[src/rtl/cl_pkg.sv]
// Shared types and helpers for the conversion link master.
// Assumes a 4-bit channel field placed in the upper nibble of the control word.
package cl_pkg;

    typedef enum logic [1:0] {
        ST_IDLE   = 2'd0,
        ST_LAUNCH = 2'd1,
        ST_FRAME  = 2'd2
    } cl_state_e;

    localparam int CL_CTL_W = 8;

    // Builds the control word from channel and simultaneous flag.
    function automatic logic [CL_CTL_W-1:0] cl_ctl_word(input logic [3:0] chan, input logic simul);
        return {chan, (simul ? 4'hF : 4'hD)};
    endfunction

endpackage

[src/rtl/cl_frame_timer.sv]
// Frame timer: produces chip select, gated clock, sample strobe and frame end.
// Counts system clocks within a link half period and half periods within a frame.
// Assumes configuration is stable while active and cfg_nck is at least 1.
module cl_frame_timer #(
    parameter int DIV_W = 8,
    parameter int CFG_W = 6,
    parameter int HW    = CFG_W + 3
) (
    input  logic             clk,
    input  logic             rst_n,
    input  logic             active,
    input  logic [DIV_W-1:0] cfg_div,
    input  logic [CFG_W-1:0] cfg_setup,
    input  logic [CFG_W-1:0] cfg_nck,
    input  logic [CFG_W-1:0] cfg_hold,
    input  logic [CFG_W-1:0] cfg_gap,
    output logic             cs_n,
    output logic             sclk,
    output logic             in_clk,
    output logic [HW-1:0]    clk_idx,
    output logic             sample_stb,
    output logic             frame_last
);

    logic [DIV_W-1:0] scnt;
    logic [DIV_W-1:0] h_last;
    logic [HW-1:0]    hcnt;
    logic [HW-1:0]    a_end;
    logic [HW-1:0]    b_end;
    logic [HW-1:0]    c_end;
    logic [HW-1:0]    ht_last;
    logic             half_end;
    logic             in_cs;

    // Frame boundaries in half periods.
    always_comb begin
        h_last  = (cfg_div == '0) ? '0 : cfg_div - DIV_W'(1);
        a_end   = HW'(cfg_setup) << 1;
        b_end   = a_end + (HW'(cfg_nck) << 1);
        c_end   = b_end + (HW'(cfg_hold) << 1);
        ht_last = c_end + (HW'(cfg_gap) << 1) - HW'(1);
    end

    // Half-period and position counters; held at zero while inactive.
    always_ff @(posedge clk) begin
        if (!rst_n || !active) begin
            scnt <= '0;
            hcnt <= '0;
        end else if (half_end) begin
            scnt <= '0;
            hcnt <= (hcnt == ht_last) ? '0 : hcnt + HW'(1);
        end else begin
            scnt <= scnt + DIV_W'(1);
        end
    end

    // Output decode from the position counters.
    always_comb begin
        half_end   = (scnt == h_last);
        in_cs      = active && (hcnt < c_end);
        in_clk     = active && (hcnt >= a_end) && (hcnt < b_end);
        cs_n       = !in_cs;
        sclk       = in_clk && !hcnt[0];
        clk_idx    = (hcnt - a_end) >> 1;
        sample_stb = sclk && half_end;
        frame_last = active && half_end && (hcnt == ht_last);
    end


    sclk_gated_chk: assert property (@(posedge clk) disable iff (!rst_n)
        sclk |-> !cs_n);

endmodule

[src/rtl/cl_rx_shift.sv]
// Result shifter: gathers the readback word from one or two data lines.
// Assumes the strobe falls in the last system clock of each high half period.
module cl_rx_shift #(
    parameter int DATA_W = 16
) (
    input  logic              clk,
    input  logic              rst_n,
    input  logic              sample_stb,
    input  logic              dual,
    input  logic [1:0]        miso,
    output logic [DATA_W-1:0] word
);

    // Shift MSB first; line 1 carries the odd bit of each pair.
    always_ff @(posedge clk) begin
        if (!rst_n) begin
            word <= '0;
        end else if (sample_stb) begin
            if (dual) begin
                word <= {word[DATA_W-3:0], miso[1], miso[0]};
            end else begin
                word <= {word[DATA_W-2:0], miso[0]};
            end
        end
    end

endmodule

[src/rtl/cl_pipe_ctrl.sv]
// Pipeline controller: holds one waiting event and three in-flight slots
// (control, convert, read). It launches frames and emits tagged results.
// Assumes the frame timer wraps by itself while active is held.
module cl_pipe_ctrl
    import cl_pkg::*;
#(
    parameter int ID_W       = 4,
    parameter int DATA_W     = 16,
    parameter int LAUNCH_LAT = 4,
    parameter int HW         = 9
) (
    input  logic              clk,
    input  logic              rst_n,
    input  logic              evt_valid,
    output logic              evt_ready,
    input  logic [3:0]        evt_chan,
    input  logic              evt_simul,
    input  logic [ID_W-1:0]   evt_id,
    input  logic              frame_last,
    input  logic              in_clk,
    input  logic [HW-1:0]     clk_idx,
    input  logic              cs_n,
    input  logic [DATA_W-1:0] rx_word,
    output logic              active,
    output logic              mosi,
    output logic              cnv,
    output logic              res_valid,
    output logic [DATA_W-1:0] res_data,
    output logic [ID_W-1:0]   res_id
);

    localparam int NSLOT = 3;
    localparam int LW    = (LAUNCH_LAT < 2) ? 1 : $clog2(LAUNCH_LAT);

    cl_state_e         state;
    logic [LW-1:0]     lcnt;
    logic              nxt_vld;
    logic [3:0]        nxt_chan;
    logic              nxt_simul;
    logic [ID_W-1:0]   nxt_id;
    logic [NSLOT-1:0]  sv;
    logic [3:0]        s_chan  [NSLOT];
    logic              s_simul [NSLOT];
    logic [ID_W-1:0]   s_id    [NSLOT];
    logic              accept;
    logic              launch_done;
    logic              shift_en;
    logic              go_on;
    logic [CL_CTL_W-1:0] ctl0;
    logic [2:0]        bit_sel;

    // Handshake and sequencing conditions.
    always_comb begin
        evt_ready   = !nxt_vld;
        accept      = evt_valid && evt_ready;
        launch_done = (state == ST_LAUNCH) && (lcnt == LW'(LAUNCH_LAT - 1));
        shift_en    = launch_done || ((state == ST_FRAME) && frame_last);
        go_on       = nxt_vld || accept || sv[0] || sv[1];
        active      = (state == ST_FRAME);
    end

    // Engine state: idle, launch delay, running frames.
    always_ff @(posedge clk) begin
        if (!rst_n) begin
            state <= ST_IDLE;
            lcnt  <= '0;
        end else begin
            case (state)
                ST_IDLE: begin
                    if (accept) begin
                        state <= ST_LAUNCH;
                        lcnt  <= '0;
                    end
                end
                ST_LAUNCH: begin
                    if (launch_done) state <= ST_FRAME;
                    else             lcnt  <= lcnt + LW'(1);
                end
                ST_FRAME: begin
                    if (frame_last && !go_on) state <= ST_IDLE;
                end
                default: state <= ST_IDLE;
            endcase
        end
    end

    // One-entry holding slot in front of the pipeline.
    always_ff @(posedge clk) begin
        if (!rst_n) begin
            nxt_vld   <= 1'b0;
            nxt_chan  <= '0;
            nxt_simul <= 1'b0;
            nxt_id    <= '0;
        end else if (shift_en) begin
            nxt_vld <= 1'b0;
        end else if (accept) begin
            nxt_vld   <= 1'b1;
            nxt_chan  <= evt_chan;
            nxt_simul <= evt_simul;
            nxt_id    <= evt_id;
        end
    end

    // Slot advance at each frame boundary; slot 0 takes the waiting or offered event.
    always_ff @(posedge clk) begin
        if (!rst_n) begin
            sv <= '0;
            for (int i = 0; i < NSLOT; i++) begin
                s_chan[i]  <= '0;
                s_simul[i] <= 1'b0;
                s_id[i]    <= '0;
            end
        end else if (shift_en) begin
            for (int i = NSLOT - 1; i > 0; i--) begin
                sv[i]      <= sv[i-1];
                s_chan[i]  <= s_chan[i-1];
                s_simul[i] <= s_simul[i-1];
                s_id[i]    <= s_id[i-1];
            end
            sv[0]      <= nxt_vld || accept;
            s_chan[0]  <= nxt_vld ? nxt_chan  : evt_chan;
            s_simul[0] <= nxt_vld ? nxt_simul : evt_simul;
            s_id[0]    <= nxt_vld ? nxt_id    : evt_id;
        end
    end

    // Result capture at the end of each frame whose read slot is occupied.
    always_ff @(posedge clk) begin
        if (!rst_n) begin
            res_valid <= 1'b0;
            res_data  <= '0;
            res_id    <= '0;
        end else begin
            res_valid <= frame_last && sv[NSLOT-1];
            if (frame_last && sv[NSLOT-1]) begin
                res_data <= rx_word;
                res_id   <= s_id[NSLOT-1];
            end
        end
    end

    // Control word bit and conversion pulse for the current frame.
    always_comb begin
        ctl0    = cl_ctl_word(s_chan[0], s_simul[0]);
        bit_sel = ~clk_idx[2:0];
        mosi    = in_clk && sv[0] && (clk_idx < HW'(CL_CTL_W)) && ctl0[bit_sel];
        cnv     = !cs_n && sv[1];
    end


    mosi_in_frame_chk: assert property (@(posedge clk) disable iff (!rst_n)
        mosi |-> !cs_n);


    cnv_in_frame_chk: assert property (@(posedge clk) disable iff (!rst_n)
        cnv |-> !cs_n);


    res_pulse_chk: assert property (@(posedge clk) disable iff (!rst_n)
        res_valid |=> !res_valid);


    launch_quiet_chk: assert property (@(posedge clk) disable iff (!rst_n)
        (state == ST_LAUNCH) |-> cs_n);

endmodule

[src/rtl/conv_link_master.sv]
// Top of the conversion link master: ties the frame timer, the pipeline
// controller and the result shifter together. Configuration must only
// change while the link is idle.
module conv_link_master #(
    parameter int DIV_W      = 8,
    parameter int CFG_W      = 6,
    parameter int ID_W       = 4,
    parameter int LAUNCH_LAT = 4
) (
    input  logic             clk,
    input  logic             rst_n,
    input  logic [DIV_W-1:0] cfg_div,
    input  logic [CFG_W-1:0] cfg_nck,
    input  logic [CFG_W-1:0] cfg_setup,
    input  logic [CFG_W-1:0] cfg_hold,
    input  logic [CFG_W-1:0] cfg_gap,
    input  logic             cfg_dual,
    input  logic             evt_valid,
    output logic             evt_ready,
    input  logic [3:0]       evt_chan,
    input  logic             evt_simul,
    input  logic [ID_W-1:0]  evt_id,
    output logic             link_cs_n,
    output logic             link_sclk,
    output logic             link_mosi,
    output logic             link_cnv,
    input  logic [1:0]       link_miso,
    output logic             res_valid,
    output logic [15:0]      res_data,
    output logic [ID_W-1:0]  res_id
);

    localparam int HW     = CFG_W + 3;
    localparam int DATA_W = 16;

    logic              active;
    logic              in_clk;
    logic [HW-1:0]     clk_idx;
    logic              sample_stb;
    logic              frame_last;
    logic [DATA_W-1:0] rx_word;

    cl_frame_timer #(.DIV_W(DIV_W), .CFG_W(CFG_W), .HW(HW)) u_timer (
        .clk        (clk),
        .rst_n      (rst_n),
        .active     (active),
        .cfg_div    (cfg_div),
        .cfg_setup  (cfg_setup),
        .cfg_nck    (cfg_nck),
        .cfg_hold   (cfg_hold),
        .cfg_gap    (cfg_gap),
        .cs_n       (link_cs_n),
        .sclk       (link_sclk),
        .in_clk     (in_clk),
        .clk_idx    (clk_idx),
        .sample_stb (sample_stb),
        .frame_last (frame_last)
    );

    cl_rx_shift #(.DATA_W(DATA_W)) u_rx (
        .clk        (clk),
        .rst_n      (rst_n),
        .sample_stb (sample_stb),
        .dual       (cfg_dual),
        .miso       (link_miso),
        .word       (rx_word)
    );

    cl_pipe_ctrl #(.ID_W(ID_W), .DATA_W(DATA_W), .LAUNCH_LAT(LAUNCH_LAT), .HW(HW)) u_ctrl (
        .clk        (clk),
        .rst_n      (rst_n),
        .evt_valid  (evt_valid),
        .evt_ready  (evt_ready),
        .evt_chan   (evt_chan),
        .evt_simul  (evt_simul),
        .evt_id     (evt_id),
        .frame_last (frame_last),
        .in_clk     (in_clk),
        .clk_idx    (clk_idx),
        .cs_n       (link_cs_n),
        .rx_word    (rx_word),
        .active     (active),
        .mosi       (link_mosi),
        .cnv        (link_cnv),
        .res_valid  (res_valid),
        .res_data   (res_data),
        .res_id     (res_id)
    );

endmodule

[config.mk]
export PLATFORM = sky130hd
export DESIGN_NAME = conv_link_master
export DESIGN_NICKNAME = d
export VERILOG_FILES = /design/src/rtl/cl_pkg.sv /design/src/rtl/cl_frame_timer.sv /design/src/rtl/cl_rx_shift.sv /design/src/rtl/cl_pipe_ctrl.sv /design/src/rtl/conv_link_master.sv
export SDC_FILE = /design/constraint.sdc
export NUM_CORES = 1
export LEC_CHECK = 0
export ABC_AREA = 1
export BUFFER_PORTS_ARGS = -buffer_cell sky130_fd_sc_hd__buf_2
export CORE_ASPECT_RATIO = 2
export CORE_MARGIN = 5
export CORE_UTILIZATION = 30
export CTS_BUF_LIST = sky130_fd_sc_hd__clkbuf_8
export DETAILED_ROUTE_END_ITERATION = 7
export HOLD_SLACK_MARGIN = 0.15
export PLACE_DENSITY = 0.48
export SYNTH_ARGS = -nofsm -noshare
export SYNTH_HDL_FRONTEND = slang
export SYNTH_HIERARCHICAL = 1
export SYNTH_SLANG_ARGS = --single-unit
[constraint.sdc]
create_clock -name clk -period 6.65 [get_ports clk]
set_input_delay 0.9975 -clock clk [delete_from_list [all_inputs] [get_ports clk]]
set_output_delay 0.9975 -clock clk [all_outputs]
set_load 0.03 [all_outputs]
==> impl_metrics.env <==
export IMPL_grt_overflow=0
export IMPL_grt_pass1_vias=5683
export IMPL_busiest_layer="met2"
export IMPL_core_area_sq_um=20400
export IMPL_num_vias=5610
export IMPL_hold_path_end="u_ctrl/sv[1]"
export IMPL_grt_use_met3_pct=2.69
export IMPL_post_synth_instance_area_sq_um=6180
export IMPL_endpoint_kind="flip-flop"
export IMPL_setup_tns_ns=0
export IMPL_chipHeight_um=213
export IMPL_cts_resized=0
export IMPL_maxSlewViolCount=0
export IMPL_cp_start_kind="input pin"
export IMPL_gp_congestion=0.827
export IMPL_fin_ws_ns=0.847
export IMPL_crit_arrival_ns=6.02
export IMPL_synth_edf_count=17
export IMPL_rsz0062_at_grt="false"
export IMPL_synth_avg_cell_area_sq_um=6.81
export IMPL_ff2ff_path_depth=11
export IMPL_critPathRequiredTime_ns=6.87
export IMPL_dp_hpwl_mm=13.5
export IMPL_use_met1_pct=14.2
export IMPL_clk_path_buf_depth=2
export IMPL_slew_headroom_pct=36.5
export IMPL_finalPower_mw=1.41
export IMPL_hp_class="flip-flop to flip-flop"
export IMPL_pre_cts_slack_ns=0.433
export IMPL_h_tree_depth=3
export IMPL_synthCells=907
export IMPL_synth_common_cells="nand2_1 (194), nor2_1 (162), inv_1 (138)"
export IMPL_area_growth_pct=12.1
export IMPL_synth_seq_cells=88
export IMPL_powerDensity_nw_per_um2=204
export IMPL_fmax_mhz=172
export IMPL_drv_cap=0
export IMPL_synthFlopType="dfxtp_1"
export IMPL_rr_startpoint="u_timer/hcnt[4]"
export IMPL_synthesis_nets=1006
export IMPL_root_buffer="clkbuf_8"
export IMPL_drc=0
export IMPL_min_from="u_ctrl/sv[1]"
export IMPL_use_met2_pct=29.6
export IMPL_grtUsageTotal_pct=14.7
export IMPL_worstSkewPairLatency_ns=0.38
export IMPL_holdPathStages=2
export IMPL_rrSetupSlack_ns=3.73
export IMPL_clk_pin_slew_ns=0.09
export IMPL_synth_top_area_share_pct=23.0
export IMPL_critical_path_class="input pin to flip-flop"
export IMPL_multi_input_area_sq_um=3520
export IMPL_numClockSinks=88
export IMPL_wl_per_cell_um=13.6
export IMPL_ys_seq_area_share_pct=31.3
export IMPL_hold_viol=0
export IMPL_ir_drop_v=0.000149
export IMPL_synth_area_top_cells="dfxtp_1 (23%), nand2_1 (12%), nor2_1 (9.8%)"
export IMPL_ys_warn_count=6
export IMPL_setup_viol=0
export IMPL_cts_setup_buffers=0
export IMPL_grt_max_degree=37
export IMPL_rows=74
export IMPL_reg2reg_to="u_ctrl/s_id[2][3]"
export IMPL_numCtsBuffers=9
export IMPL_fin_crit_ns=5.80
export IMPL_nets=1069
export IMPL_die_area_sq_um=23700
export IMPL_tritoncts="yes"
export IMPL_ios=73
export IMPL_drt_pass1_iterations=4
export IMPL_ys_types=45
export IMPL_portBuffers=72
export IMPL_cts_hold_fix_buffers=0
export IMPL_routed_wl_mm=16.9
export IMPL_fill_cells=2304
export IMPL_status="finished, final reports clean"
export IMPL_crit_fanout=20
export IMPL_tightest_slew_ns=0.949
export IMPL_start_util_pct=30.3
export IMPL_drive_above_1_share_pct=13.7
export IMPL_leakage_nw=3.37
export IMPL_die_w_um=111
export IMPL_final_seq_area_sq_um=1930
export IMPL_post_synth_top_count_cell="nand2_1"
export IMPL_synth_top_area_cell="dfxtp_1"
export IMPL_fin_crit_sh_pct=87.3
export IMPL_fin_util_pct=34.0
export IMPL_grt_pass1_wl_mm=27.8
export IMPL_ant_nets=0
export IMPL_skew_ns=0.0115
export IMPL_vias_per_cell=4.52
export IMPL_synthArstFlopShare_pct=0
export IMPL_diodes=0
export IMPL_antenna_found_initial=0
export IMPL_drtIter0Drc=218
==> per-stage QoR <==
stage,instances,instance area (sq um),hold WS [ns]
after floorplan,907,6180,0.433
after global placement,1225,6740,0.445
after detailed placement,1225,6740,0.445
after CTS,1241,6930,0.470
after global routing,1241,6930,0.512
final,1241,6930,0.466
==> how the worst max path moves through the flow <==
stage	startpoint	to	slack [ns]
after global placement	cfg_setup[0]	u_ctrl/s_chan[0][3]	0.46
final	cfg_setup[0]	u_ctrl/s_id[2][3]	0.85
after detailed placement	cfg_setup[0]	u_ctrl/s_chan[0][1]	0.43
after global routing	cfg_setup[0]	u_ctrl/s_chan[0][1]	0.30
after floorplan	cfg_nck[0]	u_ctrl/s_chan[0][0]	1.19
after CTS	cfg_setup[0]	u_ctrl/s_simul[0][0]	0.81
==> where the power goes <==
part           switching [mW]  internal (mW)  total (mW)
Combinational           0.289          0.186       0.475
Sequential            0.00803          0.553       0.561
Clock                   0.203          0.171       0.374
Total                   0.500          0.910        1.41
==> cell type report <==
| cell class | instances | share of cell area, % |
|---|---|---|
| multi-input combinational | 648 | 50.9 |
| sequential | 88 | 27.9 |
| inverter | 146 | 7.95 |
| timing repair buffer | 77 | 5.75 |
| tap | 266 | 4.81 |
| clock buffer | 9 | 1.79 |
| clock inverter | 7 | 0.939 |
==> placed cells by master, fill, tap and decap left out, drive strengths merged, types with 3 or more instances in the layout <==
cell type and n:
clkbuf 9, o21ai 38, o211ai 3, buf 77, nor3 9, a21oi 38, nor2 168, nand3b 9
inv 150, nand3 64, nand2 204, edfxtp 17, a211oi 3, xor2 14, fa 4, or2 3
nand4 22, ha 48, xnor2 9, and2 3, dfxtp 71
==> sequential cells by signal (all words and copies together), names as in the netlist, 2 cells and up <==
signal	flops
u_ctrl/lcnt	2
u_ctrl/res_id	4
u_ctrl/res_data	16
u_ctrl/s_id	12
u_ctrl/state	2
u_rx/word	16
u_ctrl/s_chan	4
u_ctrl/sv	3
u_ctrl/nxt_id	4
u_timer/hcnt	9
u_timer/scnt	8
u_ctrl/nxt_chan	4
==> layer usage <==
| layer | vias to the layer above | wire [um] |
|---|---|---|
| met2 | 76 | 9660 |
| met5 | - | 0 |
| met3 | 22 | 471 |
| li1 | 2984 | - |
| met4 | 0 | 547 |
| met1 | 2528 | 6230 |
==> critical path, stage by stage <==
cell     delay [ns]
buf_2          0.10
ha_1           0.17
inv_1          0.06
fa_1           0.44
o21ai_0        0.34
xor2_1         0.31
ha_1           0.31
nand2_1        0.06
inv_1          0.05
nand3_1        0.07
nand3_1        0.11
xnor2_1        0.19
ha_1           0.29
inv_1          0.04
ha_1           0.34
nand2_1        0.08
or2_1          0.24
nand4_1        0.08
nand2_1        0.06
nor3_1         0.28
nand3_1        0.15
nor3_1         0.36
nand3_2        0.13
nand2_1        0.09
nand2_1        0.43
nor2_1         0.26
==> cells by family (layout without fill, tap and decap cells) <==
group                    after synthesis  count (layout)  synth area share, %
AND/OR/NAND/NOR                      483             483                 34.4
buffers and inverters                171             239                 11.7
AO/OA/AOI/OAI                         89              89                 8.30
other                                  1               1               0.0607
adder cells (fa/ha/maj)               52              52                 11.0
flip-flops                            88              88                 31.3
XOR/XNOR                              23              23                 3.26
Note: power is estimated with default switching activity, not from simulation.
